### src/rtl/brk_pkg.sv
package brk_pkg;

  typedef enum logic [1:0] {
    SMP_WAIT_HI = 2'd0,
    SMP_ARMED   = 2'd1,
    SMP_RUN     = 2'd2
  } smp_state_e;

  function automatic logic maj3(input logic a, input logic b, input logic c);
    return (a & b) | (a & c) | (b & c);
  endfunction

endpackage

### src/rtl/brk_sync.sv
module brk_sync #(
  parameter int STAGES = 2
) (
  input  logic clk,
  input  logic rst_n,
  input  logic d_in,
  output logic d_out
);
  logic [STAGES-1:0] shreg;

  generate
    if (STAGES == 1) begin : g_one
      always_ff @(posedge clk or negedge rst_n) begin
        if (!rst_n) shreg <= '1;
        else        shreg <= d_in;
      end
    end else begin : g_many
      always_ff @(posedge clk or negedge rst_n) begin
        if (!rst_n) shreg <= '1;
        else        shreg <= {shreg[STAGES-2:0], d_in};
      end
    end
  endgenerate

  assign d_out = shreg[STAGES-1];
endmodule

### src/rtl/brk_sampler.sv
module brk_sampler
  import brk_pkg::*;
#(
  parameter int OSR     = 16,
  parameter int SMP_MID = 9
) (
  input  logic clk,
  input  logic rst_n,
  input  logic enable,
  input  logic tick,
  input  logic rx_s,
  output logic bit_vld,
  output logic bit_val,
  output logic running
);
  localparam int PH_W = $clog2(OSR);
  localparam logic [PH_W-1:0] PH_LAST = PH_W'(OSR - 1);
  localparam logic [PH_W-1:0] PH_A    = PH_W'(SMP_MID - 2);
  localparam logic [PH_W-1:0] PH_B    = PH_W'(SMP_MID - 1);
  localparam logic [PH_W-1:0] PH_C    = PH_W'(SMP_MID);

  smp_state_e      state;
  logic [PH_W-1:0] phase;
  logic            s_a, s_b;
  logic            vote;

  assign vote    = maj3(s_a, s_b, rx_s);
  assign running = (state == SMP_RUN);

  always_ff @(posedge clk or negedge rst_n) begin
    if (!rst_n) begin
      state   <= SMP_WAIT_HI;
      phase   <= '0;
      s_a     <= 1'b1;
      s_b     <= 1'b1;
      bit_vld <= 1'b0;
      bit_val <= 1'b1;
    end else begin
      bit_vld <= 1'b0;
      if (!enable) begin
        state <= SMP_WAIT_HI;
        phase <= '0;
      end else begin
        unique case (state)
          SMP_WAIT_HI: if (rx_s) state <= SMP_ARMED;
          SMP_ARMED: begin
            if (tick && !rx_s) begin
              state <= SMP_RUN;
              phase <= PH_W'(1);
            end
          end
          SMP_RUN: begin
            if (tick) begin
              if (phase == PH_A) s_a <= rx_s;
              if (phase == PH_B) s_b <= rx_s;
              if (phase == PH_C) begin
                bit_vld <= 1'b1;
                bit_val <= vote;
                if (vote) state <= SMP_WAIT_HI;
              end
              phase <= (phase == PH_LAST) ? '0 : phase + 1'b1;
            end
          end
          default: state <= SMP_WAIT_HI;
        endcase
      end
    end
  end
endmodule

### src/rtl/brk_ctrl.sv
module brk_ctrl #(
  parameter int BRK_SHORT = 10,
  parameter int BRK_LONG  = 11
) (
  input  logic clk,
  input  logic rst_n,
  input  logic active,
  input  logic len_sel,
  input  logic bit_vld,
  input  logic bit_val,
  input  logic flag_clr,
  input  logic irq_en,
  output logic brk_set,
  output logic brk_flag,
  output logic brk_irq
);
  localparam int CNT_W = $clog2(BRK_LONG + 1);
  localparam logic [CNT_W-1:0] CNT_SAT = CNT_W'(BRK_LONG);

  logic [CNT_W-1:0] zero_cnt;
  logic [CNT_W-1:0] thr;

  assign thr     = len_sel ? CNT_W'(BRK_LONG) : CNT_W'(BRK_SHORT);
  assign brk_set = active && bit_vld && bit_val && (zero_cnt >= thr);

  always_ff @(posedge clk or negedge rst_n) begin
    if (!rst_n) begin
      zero_cnt <= '0;
    end else if (!active) begin
      zero_cnt <= '0;
    end else if (bit_vld) begin
      if (bit_val)                  zero_cnt <= '0;
      else if (zero_cnt != CNT_SAT) zero_cnt <= zero_cnt + 1'b1;
    end
  end

  always_ff @(posedge clk or negedge rst_n) begin
    if (!rst_n)        brk_flag <= 1'b0;
    else if (brk_set)  brk_flag <= 1'b1;
    else if (flag_clr) brk_flag <= 1'b0;
  end

  assign brk_irq = brk_flag & irq_en;
endmodule

### src/rtl/brk_hold.sv
module brk_hold (
  input  logic clk,
  input  logic rst_n,
  input  logic lin_en,
  input  logic frame_err,
  input  logic bit_one,
  input  logic running,
  output logic rx_hold
);
  always_ff @(posedge clk or negedge rst_n) begin
    if (!rst_n)                   rx_hold <= 1'b0;
    else if (!lin_en)             rx_hold <= 1'b0;
    else if (frame_err)           rx_hold <= 1'b1;
    else if (bit_one || !running) rx_hold <= 1'b0;
  end
endmodule

### src/rtl/lin_brk_det.sv
module lin_brk_det #(
  parameter int OSR       = 16,
  parameter int SMP_MID   = 9,
  parameter int SYNC_LEN  = 2,
  parameter int BRK_SHORT = 10,
  parameter int BRK_LONG  = 11
) (
  input  logic clk,
  input  logic rst_n,
  input  logic os_tick,
  input  logic rx_in,
  input  logic rx_en,
  input  logic lin_en,
  input  logic len_sel,
  input  logic irq_en,
  input  logic flag_clr,
  input  logic frame_err,
  output logic brk_flag,
  output logic brk_irq,
  output logic rx_hold
);
  logic rx_s;
  logic active;
  logic bit_vld, bit_val, running;
  logic brk_set;

  assign active = lin_en & rx_en;

  brk_sync #(.STAGES(SYNC_LEN)) u_sync (
    .clk(clk), .rst_n(rst_n), .d_in(rx_in), .d_out(rx_s)
  );

  brk_sampler #(.OSR(OSR), .SMP_MID(SMP_MID)) u_smp (
    .clk(clk), .rst_n(rst_n), .enable(active), .tick(os_tick), .rx_s(rx_s),
    .bit_vld(bit_vld), .bit_val(bit_val), .running(running)
  );

  brk_ctrl #(.BRK_SHORT(BRK_SHORT), .BRK_LONG(BRK_LONG)) u_ctrl (
    .clk(clk), .rst_n(rst_n), .active(active), .len_sel(len_sel),
    .bit_vld(bit_vld), .bit_val(bit_val), .flag_clr(flag_clr), .irq_en(irq_en),
    .brk_set(brk_set), .brk_flag(brk_flag), .brk_irq(brk_irq)
  );

  brk_hold u_hold (
    .clk(clk), .rst_n(rst_n), .lin_en(lin_en), .frame_err(frame_err),
    .bit_one(bit_vld & bit_val), .running(running), .rx_hold(rx_hold)
  );
endmodule

### config.mk
export PLATFORM = sky130hd
export DESIGN_NAME = lin_brk_det
export DESIGN_NICKNAME = d
export VERILOG_FILES = /design/src/rtl/brk_pkg.sv /design/src/rtl/brk_sync.sv /design/src/rtl/brk_sampler.sv /design/src/rtl/brk_ctrl.sv /design/src/rtl/brk_hold.sv /design/src/rtl/lin_brk_det.sv
export SDC_FILE = /design/constraint.sdc
export NUM_CORES = 1
export LEC_CHECK = 0
export BUFFER_PORTS_ARGS = -buffer_cell sky130_fd_sc_hd__buf_2
export CAP_MARGIN = 20
export CORE_MARGIN = 2
export CORE_UTILIZATION = 50
export CTS_BUF_LIST = sky130_fd_sc_hd__clkbuf_4 sky130_fd_sc_hd__clkbuf_8
export DETAILED_ROUTE_END_ITERATION = 8
export GPL_TIMING_DRIVEN = 0
export MAX_ROUTING_LAYER = met4
export PLACE_DENSITY_LB_ADDON = 0.25
export SYNTH_ARGS = -nofsm -noshare
export SYNTH_HDL_FRONTEND = slang
export SYNTH_SLANG_ARGS = --single-unit
### constraint.sdc
create_clock -name clk -period 3.3 [get_ports clk]
set_input_delay 0.165 -clock clk [delete_from_list [all_inputs] [get_ports clk]]
set_output_delay 0.165 -clock clk [all_outputs]
set_load 0.01 [all_outputs]
==> results.sh, run 1 <==
export IMPL_grt_max_degree=19
export IMPL_tritoncts="yes"
export IMPL_dp_final_hpwl_um=1440
export IMPL_postSynthRegisterBits=18
export IMPL_first_global_vias=770
export IMPL_post_cts_resized=0
export IMPL_fin_skew_ns=0.00275
export IMPL_post_cts_setup_buffers=0
export IMPL_initial_utilization=0.518
export IMPL_cts_root_buf="clkbuf_4"
export IMPL_synth_fp_nets=105
export IMPL_worstSetupEndpointType="register"
export IMPL_grt_pass1_wl_um=3380
export IMPL_worst_ir_drop_vdd_mv=0.218
export IMPL_netlist_instances=90
export IMPL_required_ns=3.54
export IMPL_dominantRegCellSynth="dfrtp_1"
export IMPL_die_area_mm2=0.00234
export IMPL_critical_path_top_delay_family="flip-flops"
export IMPL_cts_hold_buf=2
export IMPL_insertion_delay_to_the_later_sink_of_the_worst_skew_pair_ns=0.29
export IMPL_yosys_warnings=0
export IMPL_syn_to_final_growth_pct=15.2
export IMPL_cts_clk_slew_worst_paths_ns=0.10
export IMPL_core_area_mm2=0.00190
export IMPL_wl_per_cell_um=14.3
export IMPL_holdCritPathClass="in2reg"
export IMPL_setup_reg_to_reg_worst_slack_ns=1.79
export IMPL_gr_usage_all_layers=0.190
export IMPL_report_final_slew_viol_count=0
export IMPL_setup_violations=0
export IMPL_number_of_enable_type_register_cells_in_the_synthesized_netlist=0
export IMPL_fin_nets=124
export IMPL_status="finished clean"
export IMPL_worstPathCellList="ha_1 > nor2b_1 > a2111oi_2 > mux2_2"
export IMPL_drt_iter0_drc=6
export IMPL_fp_dieW_um=48.4
export IMPL_insertedDiodeCount=0
export IMPL_fin_tns_setup_ns=0
export IMPL_layout_worst_path_cycle_share=0.457
export IMPL_global_route_overflow_total=0
export IMPL_power_density_cell_area_mw_per_mm2=350
export IMPL_htreeDepth=1
export IMPL_number_of_detailed_routing_iterations_run_before_antenna_repair=4
export IMPL_slowest_stage="dfrtp_1"
export IMPL_final_standard_cell_count_with_taps_included_and_fillers_excluded=135
export IMPL_port_buffer_count=12
export IMPL_final_antenna_net_count=0
export IMPL_max_clock_path_buffers=2
export IMPL_postSynth_asyncResetShare=1.00
export IMPL_height_of_the_die_um=48.4
export IMPL_clock_sinks=18
export IMPL_routed_wl_um=1940
export IMPL_critical_path_startpoint_type="register"
export IMPL_synth_avg_cell_area_um2=11.0
export IMPL_rsz0062_at_grt="false"
export IMPL_path_depth=4
export IMPL_post_place_cells=129
export IMPL_design_portCount=13
export IMPL_synth_cell_types=38
export IMPL_fp_row_count=16
export IMPL_worst_slew_pin_transition_ns=0.397
export IMPL_antenna_found_initial=0
export IMPL_totalPowerFinal_uw=398
export IMPL_remaining_drc_errors=0
export IMPL_timing_fmax_mhz=662
export IMPL_rr_worst_depth=4
export IMPL_finalHoldViolCount=0
export IMPL_cts_buffers=3
export IMPL_timing_worst_setup_path_type="reg2reg"
export IMPL_globalplace_congestion=0.883
export IMPL_total_leakage_power_uw=0.000470
export IMPL_detailed_place_area_mm2=0.00108
export IMPL_num_vias=761
export IMPL_holdPathStages=2
export IMPL_drive_above_1_share=0.269
export IMPL_min_period_ns=1.51
export IMPL_most_common_library_cell_in_the_layout_ignoring_fill_and_taps="dfrtp_1"
export IMPL_critical_path_max_fanout=5
export IMPL_post_route_cell_area_mm2=0.00114
export IMPL_viasPerCell=5.64
export IMPL_max_cap_violations=0
export IMPL_synth_sequential_area_ratio=0.463
export IMPL_slew_headroom=0.736
export IMPL_cp_slowest_stage_delay_ns=0.44
export IMPL_mostFrequentLayoutCells="dfrtp_1 (13), buf_2 (12), inv_1 (7)"
export IMPL_worstPathArrival_ns=1.75
export IMPL_worst_path_buf_inv=0
export IMPL_mappedNetlistArea_um2=986
==> worst register-to-register path, delay by kind of cell, from the launching register on <==
| kind | cells | cell delay [ns] |
|---|---|---|
| flops | 1 | 0.44 |
| compound gates | 1 | 0.39 |
| fa+ha+maj | 1 | 0.25 |
| mux | 1 | 0.22 |
| simple gates | 1 | 0.16 |
==> cell type report <==
type / instances / area [µm²]
clock buffer: 4 / 36.3
fill: 166 / 766
inverter: 7 / 26.3
multi-input combinational: 65 / 503
sequential: 18 / 457
tap: 27 / 33.8
timing repair buffer: 14 / 80.1
==> stage by stage <==
step                 util  hold WS, ns  setup slack (ns)
floorplan               -       -0.131              1.91
global placement    0.568        0.115              1.81
detailed placement  0.568        0.115              1.80
CTS                 0.597       0.0359              1.77
global route        0.597       0.0295              1.66
finish              0.597       0.0430              1.79
==> layer usage <==
layer / track usage / part of all wire / vias to the layer above
li1: - / - / 373
met4: 0.0667 / 0.0062 / 0
met1: 0.253 / 0.48 / 370
met2: 0.285 / 0.48 / 16
met5: - / 0 / -
met3: 0.0463 / 0.037 / 2
==> path summary, 6_finish.rpt <==
kind | end | startpoint
max | u_ctrl.zero_cnt[0] | u_ctrl.zero_cnt[0]
min | u_ctrl.brk_flag | flag_clr
max reg2reg | u_ctrl.zero_cnt[0] | u_ctrl.zero_cnt[0]
min reg2reg | u_sync.shreg[1] | u_sync.shreg[0]
max in group asynchronous | u_smp.s_a | rst_n
min in group asynchronous | u_hold.rx_hold | rst_n
==> state kept, by name (all words and copies together), names as in the netlist <==
register,flops
u_hold.rx_hold,1
u_smp.s_a,1
u_smp.phase,4
u_sync.shreg,2
u_ctrl.zero_cnt,4
u_smp.s_b,1
u_smp.bit_val,1
u_ctrl.brk_flag,1
u_smp.state,2
u_smp.bit_vld,1
==> cells in the mapped netlist (all sizes together) (2+ instances only) <==
| cell type | number | share of area |
|---|---|---|
| dfrtp | 13 | 0.33 |
| inv | 7 | 0.027 |
| dfstp | 5 | 0.13 |
| ha | 5 | 0.063 |
| nand2 | 5 | 0.022 |
| nand3b | 5 | 0.038 |
| a31oi | 4 | 0.041 |
| mux2 | 4 | 0.046 |
| a21oi | 3 | 0.015 |
| nand4 | 3 | 0.019 |
| nor2b | 3 | 0.019 |
| nor3 | 3 | 0.020 |
| o21ai | 3 | 0.015 |
| o22ai | 3 | 0.019 |
| or3b | 3 | 0.029 |
| and2 | 2 | 0.013 |
| nand2b | 2 | 0.013 |
| nand3 | 2 | 0.010 |
| nor2 | 2 | 0.0076 |
==> cells by family after synthesis <==
| group | synth area share |
|---|---|
| flops | 0.463 |
| compound gates | 0.147 |
| fa+ha+maj | 0.0736 |
| simple gates | 0.234 |
| mux | 0.0558 |
| buf+inv | 0.0267 |
==> where the power goes <==
group          switching [µW]  internal (µW)
Sequential               4.10            225
Clock                    69.0           67.2
Combinational            18.3           14.0
Total                    91.3            307
No activity file was read; power rests on OpenSTA's default activity.
==> run 2, diff against run 1 <==
- clock period: 3.3 -> 1.5 ns (I/O delays scaled with it)
==> run 2 against run 1 <==
Worst setup slack got worse by 1.7 ns. Register-to-register slack lost 1.7 ns. Clock power rose by 120%. Global-route usage rose by 0.34 points. Die area did not move. Sequential cell count is the same. Largest power group unchanged. Worst hold slack better by 0.0046 ns. Critical endpoint is now u_smp.s_a. Sequential power up 120%.
==> results.sh, run 2 (synthesized netlist as in run 1, its figures left out) <==
export IMPL_timing_worst_setup_path_type="reg2reg"
export IMPL_most_common_library_cell_in_the_layout_ignoring_fill_and_taps="dfrtp_1"
export IMPL_drt_iter0_drc=10
export IMPL_critical_path_reg2reg_startpoint="u_smp.state[0]"
export IMPL_hold_start="frame_err"
export IMPL_htreeDepth=1
export IMPL_timing_fmax_mhz=689
export IMPL_top_regs="u_ctrl.zero_cnt x4, u_smp.phase x4"
export IMPL_post_place_ws_ns=0.00367
export IMPL_fp_row_count=16
export IMPL_max_cap_violations=0
export IMPL_required_ns=1.73
export IMPL_insertion_delay_to_the_later_sink_of_the_worst_skew_pair_ns=0.29
export IMPL_first_global_vias=793
export IMPL_power_density_cell_area_mw_per_mm2=746
export IMPL_core_area_mm2=0.00190
export IMPL_fin_skew_ns=0.00301
export IMPL_insertedDiodeCount=0
export IMPL_cp_slowest_stage_delay_ns=0.46
export IMPL_status="finished clean"
export IMPL_rsz0062_at_grt="true"
export IMPL_total_leakage_power_uw=0.000486
export IMPL_port_buffer_count=12
export IMPL_grt_max_degree=19
export IMPL_viasPerCell=5.77
export IMPL_cts_root_buf="clkbuf_4"
export IMPL_detailed_place_area_mm2=0.00108
export IMPL_gr_usage_all_layers=0.193
export IMPL_tritoncts="yes"
export IMPL_clock_sinks=18
export IMPL_fin_worst_hold_slack_ns=0.0476
export IMPL_seq_power_share=0.573
export IMPL_critical_path_max_fanout=7
export IMPL_swShare=0.232
export IMPL_remaining_drc_errors=0
export IMPL_cts_buffers=3
export IMPL_die_area_mm2=0.00234
export IMPL_worst_slew_pin_transition_ns=0.403
export IMPL_whs_endpoint="u_hold.rx_hold"
export IMPL_reg_to_reg_critical_path_endpoint="u_smp.s_a"
export IMPL_min_period_ns=1.45
export IMPL_num_vias=796
export IMPL_fin_nets=127
export IMPL_worstPathArrival_ns=1.68
export IMPL_setup_reg_to_reg_worst_slack_ns=0.05
export IMPL_report_final_slew_viol_count=0
export IMPL_power_report_internal_total_uw=676
export IMPL_number_of_detailed_routing_iterations_run_before_antenna_repair=4
export IMPL_fin_tns_setup_ns=0
export IMPL_fp_dieW_um=48.4
export IMPL_initial_utilization=0.518
export IMPL_worstPathCellList="nand3b_1 > nor4_2 > mux2_1"
export IMPL_slew_headroom=0.731
export IMPL_syn_to_final_growth_pct=19.7
export IMPL_cts_clk_slew_worst_paths_ns=0.11
export IMPL_antenna_found_initial=0
export IMPL_dp_final_hpwl_um=1440
export IMPL_post_route_cell_area_mm2=0.00118
export IMPL_worstSetupEndpointType="register"
export IMPL_final_antenna_net_count=0
export IMPL_rr_worst_depth=3
export IMPL_design_portCount=13
export IMPL_slowest_stage="dfrtp_1"
export IMPL_drive_above_1_share=0.297
export IMPL_worst_ir_drop_vdd_mv=0.487
export IMPL_finalWorstSetupSlack_ns=0.0482
export IMPL_max_clock_path_buffers=2
export IMPL_setup_violations=0
export IMPL_holdPathStages=3
export IMPL_clkPwrFrac=0.342
export IMPL_power_share_combinational=0.085
export IMPL_mostFrequentLayoutCells="dfrtp_1 (13), buf_2 (12), inv_1 (6)"
export IMPL_layout_worst_path_cycle_share=0.968
export IMPL_global_route_overflow_total=0
export IMPL_globalplace_congestion=0.883
export IMPL_holdCritPathClass="in2reg"
export IMPL_finalHoldViolCount=0
export IMPL_height_of_the_die_um=48.4
export IMPL_wl_per_cell_um=14.8
export IMPL_p_sw_uw=204
export IMPL_grt_pass1_wl_um=3460
export IMPL_critical_path_startpoint_type="register"
export IMPL_routed_wl_um=2040
-- run 2: how the worst max path moves through the flow --
stage	start	end	depth (start not counted)
3_3_place_gp	u_ctrl.zero_cnt[0]	u_ctrl.zero_cnt[0]	4
4_1_cts	u_smp.phase[1]	u_smp.bit_val	5
6_report	u_smp.state[0]	u_smp.s_a	3
5_1_grt	u_smp.state[0]	u_smp.s_a	3
2_1_floorplan	u_ctrl.zero_cnt[0]	u_ctrl.zero_cnt[0]	4
3_5_place_dp	u_ctrl.zero_cnt[0]	u_ctrl.zero_cnt[0]	4
-- run 2: layer usage --
| metal | global-route usage | vias to the layer above | wire (µm) | share of wire |
|---|---|---|---|---|
| met5 | - | - | 0 | 0 |
| met4 | 0.0667 | 0 | 17 | 0.0083 |
| met3 | 0.0494 | 4 | 111 | 0.054 |
| met2 | 0.296 | 28 | 969 | 0.48 |
| met1 | 0.251 | 385 | 940 | 0.46 |
| li1 | - | 379 | - | - |
-- run 2: power by group through the flow --
| stage | Sequential (µW) | Clock [µW] | Combinational (µW) |
|---|---|---|---|
| 3_3_place_gp | 513 | 0 | 66.4 |
| 5_1_grt | 507 | 329 | 85.2 |
| 6_report | 505 | 301 | 74.6 |
| 3_5_place_dp | 513 | 0 | 67.5 |
| 2_1_floorplan | 512 | 0 | 32.4 |
| 4_1_cts | 505 | 314 | 74.1 |
-- run 2: what timing repair did --
action / CTS / global route
hold buffers: 3 / 0
pin swaps: 0 / 2
endpoints found under the hold margin: 15 / 0
gates resized for setup: 0 / 3
setup buffers: 2 / 0
endpoints found under the setup margin: 1 / 5
-- run 2: critical path: cells and delay by family (launching register included) --
family        cells  cell delay (ns)
mux               1             0.35
simple gates      2             0.58
flops             1             0.46
-- run 2: area by class of cell --
type | instances | area [µm²]
Clock buffer | 4 | 36.3
Fill cell | 160 | 722
Inverter | 7 | 26.3
Multi-Input combinational cell | 65 | 522
Sequential cell | 18 | 457
Tap cell | 27 | 33.8
Timing Repair Buffer | 17 | 105
-- run 2: per-stage QoR --
stage | instances | util | power, µW
after floorplan | 90 | - | 544
after detailed placement | 129 | 0.568 | 581
final | 138 | 0.620 | 881
after global placement | 129 | 0.568 | 579
after CTS | 138 | 0.611 | 892
after global routing | 138 | 0.620 | 921
==> run 3, diff against run 2 <==
- SYNTH_HIERARCHICAL: not set -> 1
- clock period: 1.5 -> 1.74 ns (I/O delays scaled with it)
==> run 3 against run 2 <==
Sequential cell count stayed put. Worst hold slack worse by 0.025 ns. Wire length is 3.1% lower. Combinational power is 34% lower. Global-route usage is 0.36 points lower. Critical path type unchanged.
==> results.sh, run 3 <==
export IMPL_status="finished clean"
export IMPL_hold_start="lin_en"
export IMPL_height_of_the_die_um=48.5
export IMPL_clock_sinks=18
export IMPL_setup_reg_to_reg_worst_slack_ns=0.28
export IMPL_finalWorstSetupSlack_ns=0.282
export IMPL_post_place_cells=131
export IMPL_critical_path_startpoint_type="register"
export IMPL_cts_clk_slew_worst_paths_ns=0.10
export IMPL_report_final_slew_viol_count=0
export IMPL_yosys_warnings=6
export IMPL_global_route_overflow_total=0
export IMPL_grt_pass1_wl_um=3390
export IMPL_fin_nets=128
export IMPL_fp_row_count=16
export IMPL_fin_skew_ns=0.000960
export IMPL_antenna_found_initial=0
export IMPL_worst_ir_drop_vdd_mv=0.423
export IMPL_post_place_ws_ns=0.223
export IMPL_die_area_mm2=0.00235
export IMPL_worst_slew_pin_transition_ns=0.473
export IMPL_synth_avg_cell_area_um2=10.8
export IMPL_rr_worst_depth=3
export IMPL_syn_to_final_growth_pct=17.2
export IMPL_timing_fmax_mhz=686
export IMPL_remaining_drc_errors=0
export IMPL_insertion_delay_to_the_later_sink_of_the_worst_skew_pair_ns=0.28
export IMPL_initial_utilization=0.515
export IMPL_min_period_ns=1.46
export IMPL_core_area_mm2=0.00192
export IMPL_holdPathStages=3
export IMPL_holdCritPathClass="in2reg"
export IMPL_post_cts_setup_buffers=0
export IMPL_first_global_vias=826
export IMPL_htreeDepth=1
export IMPL_tritoncts="yes"
export IMPL_timing_worst_setup_path_type="reg2reg"
export IMPL_final_antenna_net_count=0
export IMPL_slowest_stage="dfrtp_1"
export IMPL_fin_tns_setup_ns=0
export IMPL_fin_worst_hold_slack_ns=0.0228
export IMPL_final_design_utilization=0.604
export IMPL_mappedNetlistArea_um2=990
export IMPL_rsz0062_at_grt="false"
export IMPL_critical_path_reg2reg_startpoint="u_ctrl/zero_cnt[0]"
export IMPL_max_clock_path_buffers=2
export IMPL_synth_fp_nets=107
export IMPL_slew_headroom=0.684
export IMPL_required_ns=1.91
export IMPL_cts_root_buf="clkbuf_4"
export IMPL_gr_usage_all_layers=0.190
export IMPL_whs_endpoint="u_hold/rx_hold"
export IMPL_dp_final_hpwl_um=1420
export IMPL_grt_max_degree=19
export IMPL_wl_per_cell_um=14.2
export IMPL_total_leakage_power_uw=0.000550
export IMPL_worstPathCellList="ha_1 > a41o_1 > a311o_1"
export IMPL_port_buffer_count=12
export IMPL_num_vias=780
export IMPL_final_standard_cell_count_with_taps_included_and_fillers_excluded=139
export IMPL_design_portCount=13
export IMPL_routed_wl_um=1970
export IMPL_setup_violations=0
export IMPL_finalHoldViolCount=0
export IMPL_top_regs="u_ctrl/zero_cnt x4, u_smp/phase x4"
export IMPL_viasPerCell=5.61
export IMPL_worstSetupEndpointType="register"
export IMPL_fp_dieW_um=48.5
export IMPL_layout_worst_path_cycle_share=0.838
export IMPL_cp_slowest_stage_delay_ns=0.43
export IMPL_globalplace_congestion=0.865
export IMPL_insertedDiodeCount=0
export IMPL_netlist_instances=92
export IMPL_power_density_cell_area_mw_per_mm2=630
export IMPL_number_of_detailed_routing_iterations_run_before_antenna_repair=6
export IMPL_reg_to_reg_critical_path_endpoint="u_ctrl/zero_cnt[3]"
export IMPL_worstPathArrival_ns=1.63
export IMPL_cts_buffers=3
export IMPL_drt_iter0_drc=9
export IMPL_max_cap_violations=0
export IMPL_critPathLaunch="u_ctrl/zero_cnt[0]"
export IMPL_mostFrequentLayoutCells="dfrtp_1 (13), buf_2 (12), inv_1 (9)"
export IMPL_critical_path_max_fanout=4
export IMPL_most_common_library_cell_in_the_layout_ignoring_fill_and_taps="dfrtp_1"
export IMPL_drive_above_1_share=0.259
-- run 3: report_power, final --
| group | switching, µW | internal, µW | leakage [µW] |
|---|---|---|---|
| Sequential | 4.64 | 425 | 0.000232 |
| Combinational | 27.2 | 22.0 | 0.000297 |
| Clock | 124 | 127 | 0.0000210 |
| Total | 156 | 575 | 0.000550 |
-- run 3: area by class of cell --
cell class	instances	area, µm²
flip-flops and latches	18	457
clock buffers	4	36.3
repair buffers	16	100
inverters	10	37.5
fillers	173	762
multi-input cells	64	495
well taps	27	33.8
-- run 3: per-layer routing --
metal  global-route usage  up-vias  share of wire
met5                    -        -              0
met4               0.0857        0          0.018
met3               0.0309        4          0.029
met2                0.354       17           0.52
met1                0.194      376           0.43
li1                     -      383              -
-- run 3: through the flow --
stage,total power (µW),area (µm²)
finish,731,1160
global route,774,1160
CTS,744,1160
detailed placement,481,1080
global placement,479,1080
floorplan,454,990
-- run 3: worst max-delay path by stage --
stage                     cells after the start                  to
after floorplan                               3  u_ctrl/zero_cnt[3]
final                                         3  u_ctrl/zero_cnt[3]
after detailed placement                      5       u_smp/bit_val
after global routing                          3  u_ctrl/zero_cnt[3]
after global placement                        5       u_smp/bit_val
after CTS                                     3  u_ctrl/zero_cnt[3]
-- run 3: worst max-delay path: cells and delay by family (launching register included) --
family	cells	cell delay (ns)
AOI/OAI and AO/OA	2	0.68
adders and majority gates	1	0.25
DFF	1	0.43
-- run 3: what timing repair did --
action,4_1_cts,5_1_grt
resized for setup,0,0
hold endpoints to repair,16,0
hold buffers,4,0
